**src/rtl/cpsu_pkg.sv**
```systemverilog
package cpsu_pkg;

  typedef enum logic [1:0] {
    WK_MAIN = 2'd0,
    WK_REF  = 2'd1,
    WK_CTRL = 2'd2,
    WK_AUX  = 2'd3
  } word_kind_e;

  localparam int GAIN_W = 2;

endpackage

```
**src/rtl/cpsu_word_regs.sv**
```systemverilog
module cpsu_word_regs
  import cpsu_pkg::*;
#(
  parameter int WORD_W   = 24,
  parameter int CONT_POS = 15,
  parameter int DIS_POS  = 16,
  parameter int GAIN_LSB = 4
) (
  input  logic              clk,
  input  logic              rst_n,
  input  logic              ld_vld_i,
  input  logic [1:0]        ld_kind_i,
  input  logic [WORD_W-1:0] ld_data_i,
  input  logic              rise_i,
  output logic              armed_o,
  output logic              cont_o,
  output logic              dis_o,
  output logic [GAIN_W-1:0] gain_o
);

  word_kind_e        kind;
  logic              armed_q, armed_n;
  logic              cont_q, cont_n;
  logic              dis_q, dis_n;
  logic [GAIN_W-1:0] gain_q, gain_n;
  logic              upd_en;
  logic              unused_bits;

  assign kind        = word_kind_e'(ld_kind_i);
  assign upd_en      = ld_vld_i | rise_i;
  assign unused_bits = ^ld_data_i;

  // next-state: a strobe rise consumes the arming, a new load overrides it
  always_comb begin
    armed_n = armed_q;
    cont_n  = cont_q;
    dis_n   = dis_q;
    gain_n  = gain_q;
    if (rise_i) begin
      armed_n = 1'b0;
    end
    if (ld_vld_i) begin
      armed_n = (kind == WK_MAIN);
      case (kind)
        WK_CTRL: gain_n = ld_data_i[GAIN_LSB +: GAIN_W];
        WK_AUX: begin
          cont_n = ld_data_i[CONT_POS];
          dis_n  = ld_data_i[DIS_POS];
        end
        default: ;
      endcase
    end
  end

  always_ff @(posedge clk or negedge rst_n) begin
    if (!rst_n) begin
      armed_q <= 1'b0;
      cont_q  <= 1'b0;
      dis_q   <= 1'b0;
      gain_q  <= '0;
    end else if (upd_en) begin
      armed_q <= armed_n;
      cont_q  <= cont_n;
      dis_q   <= dis_n;
      gain_q  <= gain_n;
    end
  end

  assign armed_o = armed_q;
  assign cont_o  = cont_q;
  assign dis_o   = dis_q;
  assign gain_o  = gain_q;

endmodule

```
**src/rtl/cpsu_strobe_track.sv**
```systemverilog
module cpsu_strobe_track (
  input  logic clk,
  input  logic rst_n,
  input  logic strobe_i,
  input  logic armed_i,
  output logic rise_o,
  output logic act_o
);

  logic strb_q;
  logic act_q, act_n;
  logic fall;
  logic act_en;

  assign rise_o = strobe_i & ~strb_q;
  assign fall   = ~strobe_i & strb_q;
  assign act_en = rise_o | fall;

  always_comb begin
    act_n = act_q;
    if (fall) begin
      act_n = 1'b0;
    end else if (rise_o && armed_i) begin
      act_n = 1'b1;
    end
  end

  always_ff @(posedge clk or negedge rst_n) begin
    if (!rst_n) begin
      strb_q <= 1'b0;
    end else begin
      strb_q <= strobe_i;
    end
  end

  always_ff @(posedge clk or negedge rst_n) begin
    if (!rst_n) begin
      act_q <= 1'b0;
    end else if (act_en) begin
      act_q <= act_n;
    end
  end

  assign act_o = act_q;

endmodule

```
**src/rtl/cpsu_pump_map.sv**
```systemverilog
module cpsu_pump_map
  import cpsu_pkg::*;
(
  input  logic              act_i,
  input  logic              cont_i,
  input  logic              dis_i,
  input  logic [GAIN_W-1:0] gain_i,
  output logic              spu_o,
  output logic              pp_en_o,
  output logic              pi_en_o
);

  // the disable bit masks both the pulse and the continuous request
  assign spu_o   = ~dis_i & (cont_i | act_i);
  assign pp_en_o = 1'b1;
  assign pi_en_o = ~gain_i[GAIN_W-1];

endmodule

```
**src/rtl/cp_speedup_ctrl.sv**
```systemverilog
module cp_speedup_ctrl
  import cpsu_pkg::*;
#(
  parameter int WORD_W   = 24,
  parameter int CONT_POS = 15,
  parameter int DIS_POS  = 16,
  parameter int GAIN_LSB = 4
) (
  input  logic              clk,
  input  logic              rst_n,
  input  logic              ld_vld,
  input  logic [1:0]        ld_kind,
  input  logic [WORD_W-1:0] ld_data,
  input  logic              strobe,
  output logic              spu_o,
  output logic              pp_en_o,
  output logic              pi_en_o,
  output logic [1:0]        gain_o
);

  logic              rst_meta_n, rst_sync_n;
  logic              armed, cont_q, dis_q, rise, act;
  logic [GAIN_W-1:0] gain_q;

  // asynchronous assertion, synchronous release
  always_ff @(posedge clk or negedge rst_n) begin
    if (!rst_n) begin
      rst_meta_n <= 1'b0;
      rst_sync_n <= 1'b0;
    end else begin
      rst_meta_n <= 1'b1;
      rst_sync_n <= rst_meta_n;
    end
  end

  cpsu_word_regs #(
    .WORD_W  (WORD_W),
    .CONT_POS(CONT_POS),
    .DIS_POS (DIS_POS),
    .GAIN_LSB(GAIN_LSB)
  ) u_words (
    .clk      (clk),
    .rst_n    (rst_sync_n),
    .ld_vld_i (ld_vld),
    .ld_kind_i(ld_kind),
    .ld_data_i(ld_data),
    .rise_i   (rise),
    .armed_o  (armed),
    .cont_o   (cont_q),
    .dis_o    (dis_q),
    .gain_o   (gain_q)
  );

  cpsu_strobe_track u_strb (
    .clk     (clk),
    .rst_n   (rst_sync_n),
    .strobe_i(strobe),
    .armed_i (armed),
    .rise_o  (rise),
    .act_o   (act)
  );

  cpsu_pump_map u_map (
    .act_i  (act),
    .cont_i (cont_q),
    .dis_i  (dis_q),
    .gain_i (gain_q),
    .spu_o  (spu_o),
    .pp_en_o(pp_en_o),
    .pi_en_o(pi_en_o)
  );

  assign gain_o = gain_q;

endmodule

```
**config.mk**
```make
export PLATFORM = sky130hd
export DESIGN_NAME = cp_speedup_ctrl
export DESIGN_NICKNAME = d
export VERILOG_FILES = /design/src/rtl/cpsu_pkg.sv /design/src/rtl/cpsu_word_regs.sv /design/src/rtl/cpsu_strobe_track.sv /design/src/rtl/cpsu_pump_map.sv /design/src/rtl/cp_speedup_ctrl.sv
export SDC_FILE = /design/constraint.sdc
export NUM_CORES = 1
export LEC_CHECK = 0
export BUFFER_PORTS_ARGS = -buffer_cell sky130_fd_sc_hd__clkbuf_2
export CORE_AREA = 3 3 40 42
export DETAILED_ROUTE_END_ITERATION = 6
export DIE_AREA = 0 0 43 45
export MAX_ROUTING_LAYER = met4
export PLACE_DENSITY = 0.65
export SKIP_LAST_GASP = 1
export SLEW_MARGIN = 10
export SYNTH_ARGS = -nofsm -noshare
export SYNTH_HDL_FRONTEND = slang
export SYNTH_HIERARCHICAL = 1
export SYNTH_SLANG_ARGS = --single-unit
```
**constraint.sdc**
```tcl
create_clock -name clk -period 1.15 [get_ports clk]
set_clock_uncertainty 0.2 [all_clocks]
set_input_delay 0.23 -clock clk [delete_from_list [all_inputs] [get_ports clk]]
set_output_delay 0.23 -clock clk [all_outputs]
set_load 0.05 [all_outputs]
```
==> results of run 1 <==
[through the flow]
stage | power (W) | hold WS, ns | instance area [um^2]
after floorplan | 0.000571 | -0.266 | 400
after global placement | 0.000660 | -0.183 | 507
after detailed placement | 0.000665 | -0.182 | 507
after CTS | 0.000972 | -0.0764 | 598
after global routing | 0.00102 | -0.0536 | 621
final | 0.000976 | -0.0927 | 621
[timing repair]
| item | 4_1_cts | 5_1_grt |
|---|---|---|
| pin swaps | 1 | 2 |
| endpoints found under the setup margin | 5 | 6 |
| endpoints found under the hold margin | 12 | 8 |
| buffers inserted | 1 | 1 |
| resized for setup | 7 | 3 |
[power by group through the flow]
| stage | clock, W | combinational [W] | sequential [W] |
|---|---|---|---|
| floorplan | 0 | 0.000133 | 0.000438 |
| global placement | 0 | 0.000268 | 0.000392 |
| detailed placement | 0 | 0.000271 | 0.000395 |
| CTS | 0.000250 | 0.000331 | 0.000390 |
| global route | 0.000261 | 0.000363 | 0.000401 |
| finish | 0.000236 | 0.000347 | 0.000393 |
[cells in the final DEF, fill, tap and decap left out, drive strengths merged]
cell / instances
nor2: 2
ha: 2
inv: 3
dlygate4sd3: 2
nand3b: 1
a22o: 1
conb: 2
clkbuf: 14
and3b: 1
clkinvlp: 1
buf: 7
mux2: 4
o21ba: 1
dfrtp: 9
nand3: 1
a2bb2oi: 1
[cells in the mapped netlist]
| cell type | n |
|---|---|
| ha_1 | 2 |
| dfrtp_1 | 9 |
| nand3_1 | 1 |
| conb_1 | 2 |
| a2bb2oi_2 | 1 |
| nand3b_1 | 1 |
| o21ba_1 | 1 |
| and3b_1 | 1 |
| mux2_1 | 2 |
| inv_1 | 4 |
| nor2_1 | 2 |
| mux2_2 | 2 |
| a22o_1 | 1 |
| buf_4 | 1 |
[sequential cells by signal, summed over array words and instances (netlist names)]
| register | cells |
|---|---|
| u_words/armed_o | 1 |
| u_words/cont_o | 1 |
| u_words/gain_o | 2 |
| u_strb/strb_q | 1 |
| rst_meta_n | 1 |
| rst_sync_n | 1 |
| u_words/dis_o | 1 |
| u_strb/act_o | 1 |
[worst min path at each step]
stage,startpoint,end,slack (ns),cells past startpoint
floorplan,rst_n,rst_meta_n,-0.27,0
global placement,rst_n,rst_meta_n,-0.18,1
detailed placement,rst_n,rst_meta_n,-0.18,1
CTS,rst_sync_n,u_strb/act_o,-0.08,0
global route,rst_sync_n,u_strb/act_o,-0.05,0
finish,rst_sync_n,u_strb/act_o,-0.09,0
[per-layer routing]
| layer | vias to the layer above | track usage (%) |
|---|---|---|
| li1 | 138 | - |
| met1 | 131 | 6.50 |
| met2 | 10 | 14.7 |
| met3 | 0 | 6.37 |
| met4 | 0 | 0 |
| met5 | - | - |
[kinds of logic after synthesis]
family	share of synthesized area, %
AOI/OAI and AO/OA	8.71
adders and majority gates	6.45
and+or+nand+nor	7.42
buffers and inverters	5.81
muxes	11.6
DFF	58.1
other	1.94
[worst max-delay path: cells and delay by family (launching register included)]
kind | cells | cell delay [ns]
buffers and inverters | 1 | 0.14
flip-flops | 1 | 0.39
AO/OA/AOI/OAI | 1 | 0.23
[layout make-up]
| type | count | area, um^2 | area share [%] |
|---|---|---|---|
| well taps | 15 | 18.8 | 3.02 |
| inverters | 4 | 18.8 | 3.02 |
| clock buffers | 4 | 26.3 | 4.23 |
| multi-input cells | 16 | 159 | 25.6 |
| flip-flops and latches | 9 | 228 | 36.7 |
| repair buffers | 19 | 170 | 27.4 |
==> results.yml, run 1 <==
outcome:
  status: "finished with violations"
  violations: "hold timing, setup timing"
synth:
  synth_cell_types: 14
  synth_top_area_share_pct: 58.1
  ys_warn_count: 6
  ys_ff_latch: 9
  synthTopCellsByArea: "dfrtp_1, ha_1, mux2_1, mux2_2, a2bb2oi_2"
  ys_seq_area_share_pct: 58.1
  syn-cell-area_um2: 388
  synth_nets: 62
  synth.largest_area_cell: "dfrtp_1"
  synthCells: 30
  synth_area_per_cell_um2: 12.9
floorplanning:
  dieArea_um2: 1940
  fp.dieH_um: 45
  rows: 13
  start_util_pct: 30.2
  io_pins: 35
  core_um2: 1280
  die_x_um: 43
sta:
  max_freq_ghz: 0.694
  period_minus_slack_ns: 1.44
  grt_setup_unrepaired: "true"
  setup_viol: 5
  hold_viol_final: 9
  whs_ns: -0.0927
  fin_ws_ns: -0.291
  finalSetupTns_ns: -0.857
  period_share_pct: 125
  drv_slew: 0
setup_path:
  startpoint: "u_strb/act_o"
  critPathCaptureType: "primary output"
  critPathMaxFanout: 2
  crit_chain: "o21ba_4 -> buf_12"
  reg2reg_setup_slack_ns: -0.12
  r2r_cells: 3
  rr_startpoint: "u_strb/strb_q"
  endpoint: "spu_o"
  crit_type: "flip-flop to primary output"
  regToRegEndpoint: "u_strb/act_o"
  critPathRequiredTime_ns: 0.72
  crit_slowest_cell: "dfrtp_1"
  cp-start-kind: "flip-flop"
  slowest_delay_ns: 0.39
  arrival_ns: 1.01
layout:
  final_nets: 85
  n_fill_cell: 123
  syn_to_final_growth_pct: 60.0
  utilization_pct: 48.3
  antenna_cells: 0
  drive_above_1_share_pct: 53.8
  instances_no_fill: 67
routing:
  dr_wl_met3_um: 57
  postRouteAntennaNets: 0
  drt-met1-wl_um: 264
  drtIter0Drc: 5
  drt-total-wl_um: 645
  drc_errors: 0
  maxUsedRoutingLayer: "met3"
  avgRoutedWirePerCell_um: 9.63
  first_pass_iters: 4
  vias: 279
  wl_met2_um: 322
  viasPerCell: 4.16
cts:
  insertion_delay_ns: 0.25
  cts_max_level: 1
  clock-sinks: 9
  tritoncts: "done"
  cts-root-buf: "clkbuf_4"
  clk_pin_slew_ns: 0.06
  numCtsBuffers: 3
  cts_buffer_depth: 2
  cts-hold-fix-buffers: 2
placed_design:
  place_inst: 59
  post-place-ws_ns: -0.145
  numPortBuffers: 13
  dp_hpwl_um: 526
  place.gp.congestion: 0.659
power:
  p_sw_share_pct: 30.8
  power.internal_w: 0.000675
  max-vdd-ir-drop_v: 0.000888
  p_sw_w: 0.000300
  pwr_density_cell_nw_per_um2: 1570
  p_comb_share_pct: 35.6
  leakagePower_nw: 0.308
  p_clk_share_pct: 24.2
  pwr-share-seq_pct: 40.3
grt:
  grt_use_total_pct: 7.91
  grt.overflow.total: 0
  grt_pass1_vias: 283
  grt_pass1_wl_mm: 1.07
  grt_max_degree: 8
  antenna_found_initial: 0
min_path:
  hold_class: "flip-flop to async pin"
run:
  maxCapViolCount: 0
(Power assumes the default switching activity.)
==> run 2: changes to the inputs <==
- BUFFER_PORTS_ARGS: -buffer_cell sky130_fd_sc_hd__clkbuf_2 -> unset
- CORE_AREA: 3 3 40 42 -> 2 2 39 41
- DIE_AREA: 0 0 43 45 -> 0 0 41 43
- DONT_BUFFER_PORTS: unset -> 1
- PLACE_DENSITY: 0.65 -> unset
==> results.yml, run 2 (same netlist as run 1, synthesis figures left out) <==
floorplanning:
  fp.dieH_um: 43
  start_util_pct: 28.0
  core_um2: 1380
  die_x_um: 41
  rows: 14
  dieArea_um2: 1760
  io_pins: 35
routing:
  drtIter0Drc: 1
  avgRoutedWirePerCell_um: 11.5
  vias: 252
  drt-total-wl_um: 689
  first_pass_iters: 3
  postRouteAntennaNets: 0
  viasPerCell: 4.20
  drc_errors: 0
grt:
  grt_pass1_vias: 308
  grt_use_total_pct: 11.4
  grt.overflow.total: 0
  antenna_found_initial: 0
  grt_pass1_wl_mm: 1.24
  grt_max_degree: 8
setup_path:
  crit_slowest_cell: "dfrtp_1"
  critPathCaptureType: "primary output"
  critPathRequiredTime_ns: 0.72
  crit_type: "flip-flop to primary output"
  crit_chain: "o21ba_4"
  reg2reg_setup_slack_ns: -0.14
  r2r_cells: 3
  cp-start-kind: "flip-flop"
  regToRegEndpoint: "u_strb/act_o"
  cp_num_buf_inv: 0
  rr_startpoint: "u_strb/strb_q"
  slowest_delay_ns: 0.37
  arrival_ns: 0.95
  critPathMaxFanout: 2
  critPathTopFamily: "flip-flops"
power:
  p_clk_share_pct: 25.8
  p_comb_share_pct: 30.0
  max-vdd-ir-drop_v: 0.000630
  p_sw_share_pct: 31.7
  pwr_density_cell_nw_per_um2: 1570
  pwr-share-seq_pct: 44.2
  power.internal_w: 0.000609
  leakagePower_nw: 0.258
  p_sw_w: 0.000283
placed_design:
  numPortBuffers: 0
  dp_hpwl_um: 497
  place.gp.congestion: 0.683
  place_inst: 48
  place_area_um2: 435
sta:
  max_freq_ghz: 0.724
  hold_viol_final: 7
  period_minus_slack_ns: 1.38
  period_share_pct: 120
  fin_ws_ns: -0.231
  drv_slew: 0
  finalSetupTns_ns: -0.784
  whs_ns: -0.0877
  grt_setup_unrepaired: "true"
  setup_viol: 6
cts:
  clock-sinks: 9
  cts_buffer_depth: 2
  cts_max_level: 1
  cts-hold-fix-buffers: 8
  post_cts_buffers: 0
  insertion_delay_ns: 0.25
  numCtsBuffers: 3
  clk_pin_slew_ns: 0.06
  cts-root-buf: "clkbuf_4"
  tritoncts: "done"
layout:
  final_area_um2: 569
  final_nets: 77
  drive_above_1_share_pct: 31.8
  syn_to_final_growth_pct: 46.8
  largest_register_ffs: 2
  final_cell_mix: "dlygate4sd3_1, dfrtp_1, clkbuf_4, inv_1"
  final_common_cell: "dlygate4sd3_1"
  instances_no_fill: 60
  antenna_cells: 0
run:
  maxCapViolCount: 0
outcome:
  violations: "hold timing, setup timing"
  status: "finished with violations"
min_path:
  hold_class: "flip-flop to async pin"
run 2: power groups by stage:
stage               clock [W]  combinational, W  sequential [W]
CTS                  0.000251          0.000265        0.000393
global placement            0          0.000217        0.000392
detailed placement          0          0.000221        0.000396
finish               0.000230          0.000268        0.000394
global route         0.000262          0.000282        0.000400
floorplan                   0          0.000133        0.000438
run 2: per-layer routing:
layer / wire length [um] / up-vias / track usage [%]
met2: 365 / 7 / 15.0
met5: 0 / - / -
li1: - / 121 / -
met4: 7 / 0 / 10.0
met1: 268 / 122 / 13.5
met3: 47 / 2 / 3.14
run 2: metrics by stage:
stage	power [W]	util (%)	hold slack, ns	worst slack [ns]
floorplan	0.000571	-	-0.266	-0.129
global placement	0.000609	31.5	-0.266	-0.105
detailed placement	0.000617	31.5	-0.266	-0.149
CTS	0.000908	40.2	-0.0813	-0.250
global route	0.000944	41.1	-0.0573	-0.265
finish	0.000892	41.1	-0.0877	-0.231
run 2: repair_timing:
action,4_1_cts,5_1_grt
endpoints found under the setup margin,5,6
resized for setup,4,1
hold endpoints to repair,15,7
run 2: how the worst max path moves through the flow:
stage                                 start           end  cells after the start
after global routing          u_words/dis_o         spu_o                      1
after floorplan           u_words/gain_o[1]       pi_en_o                      1
final                         u_words/dis_o         spu_o                      1
after CTS                     u_words/dis_o         spu_o                      1
after global placement        u_strb/strb_q  u_strb/act_o                      3
after detailed placement      u_strb/strb_q  u_strb/act_o                      3
run 2: final cells by class:
cell class | instances | area (um^2)
Tap cell | 16 | 20.0
Clock buffer | 4 | 26.3
Timing Repair Buffer | 11 | 118
Multi-Input combinational cell | 16 | 159
Fill cell | 133 | 815
Sequential cell | 9 | 228
Inverter | 4 | 18.8
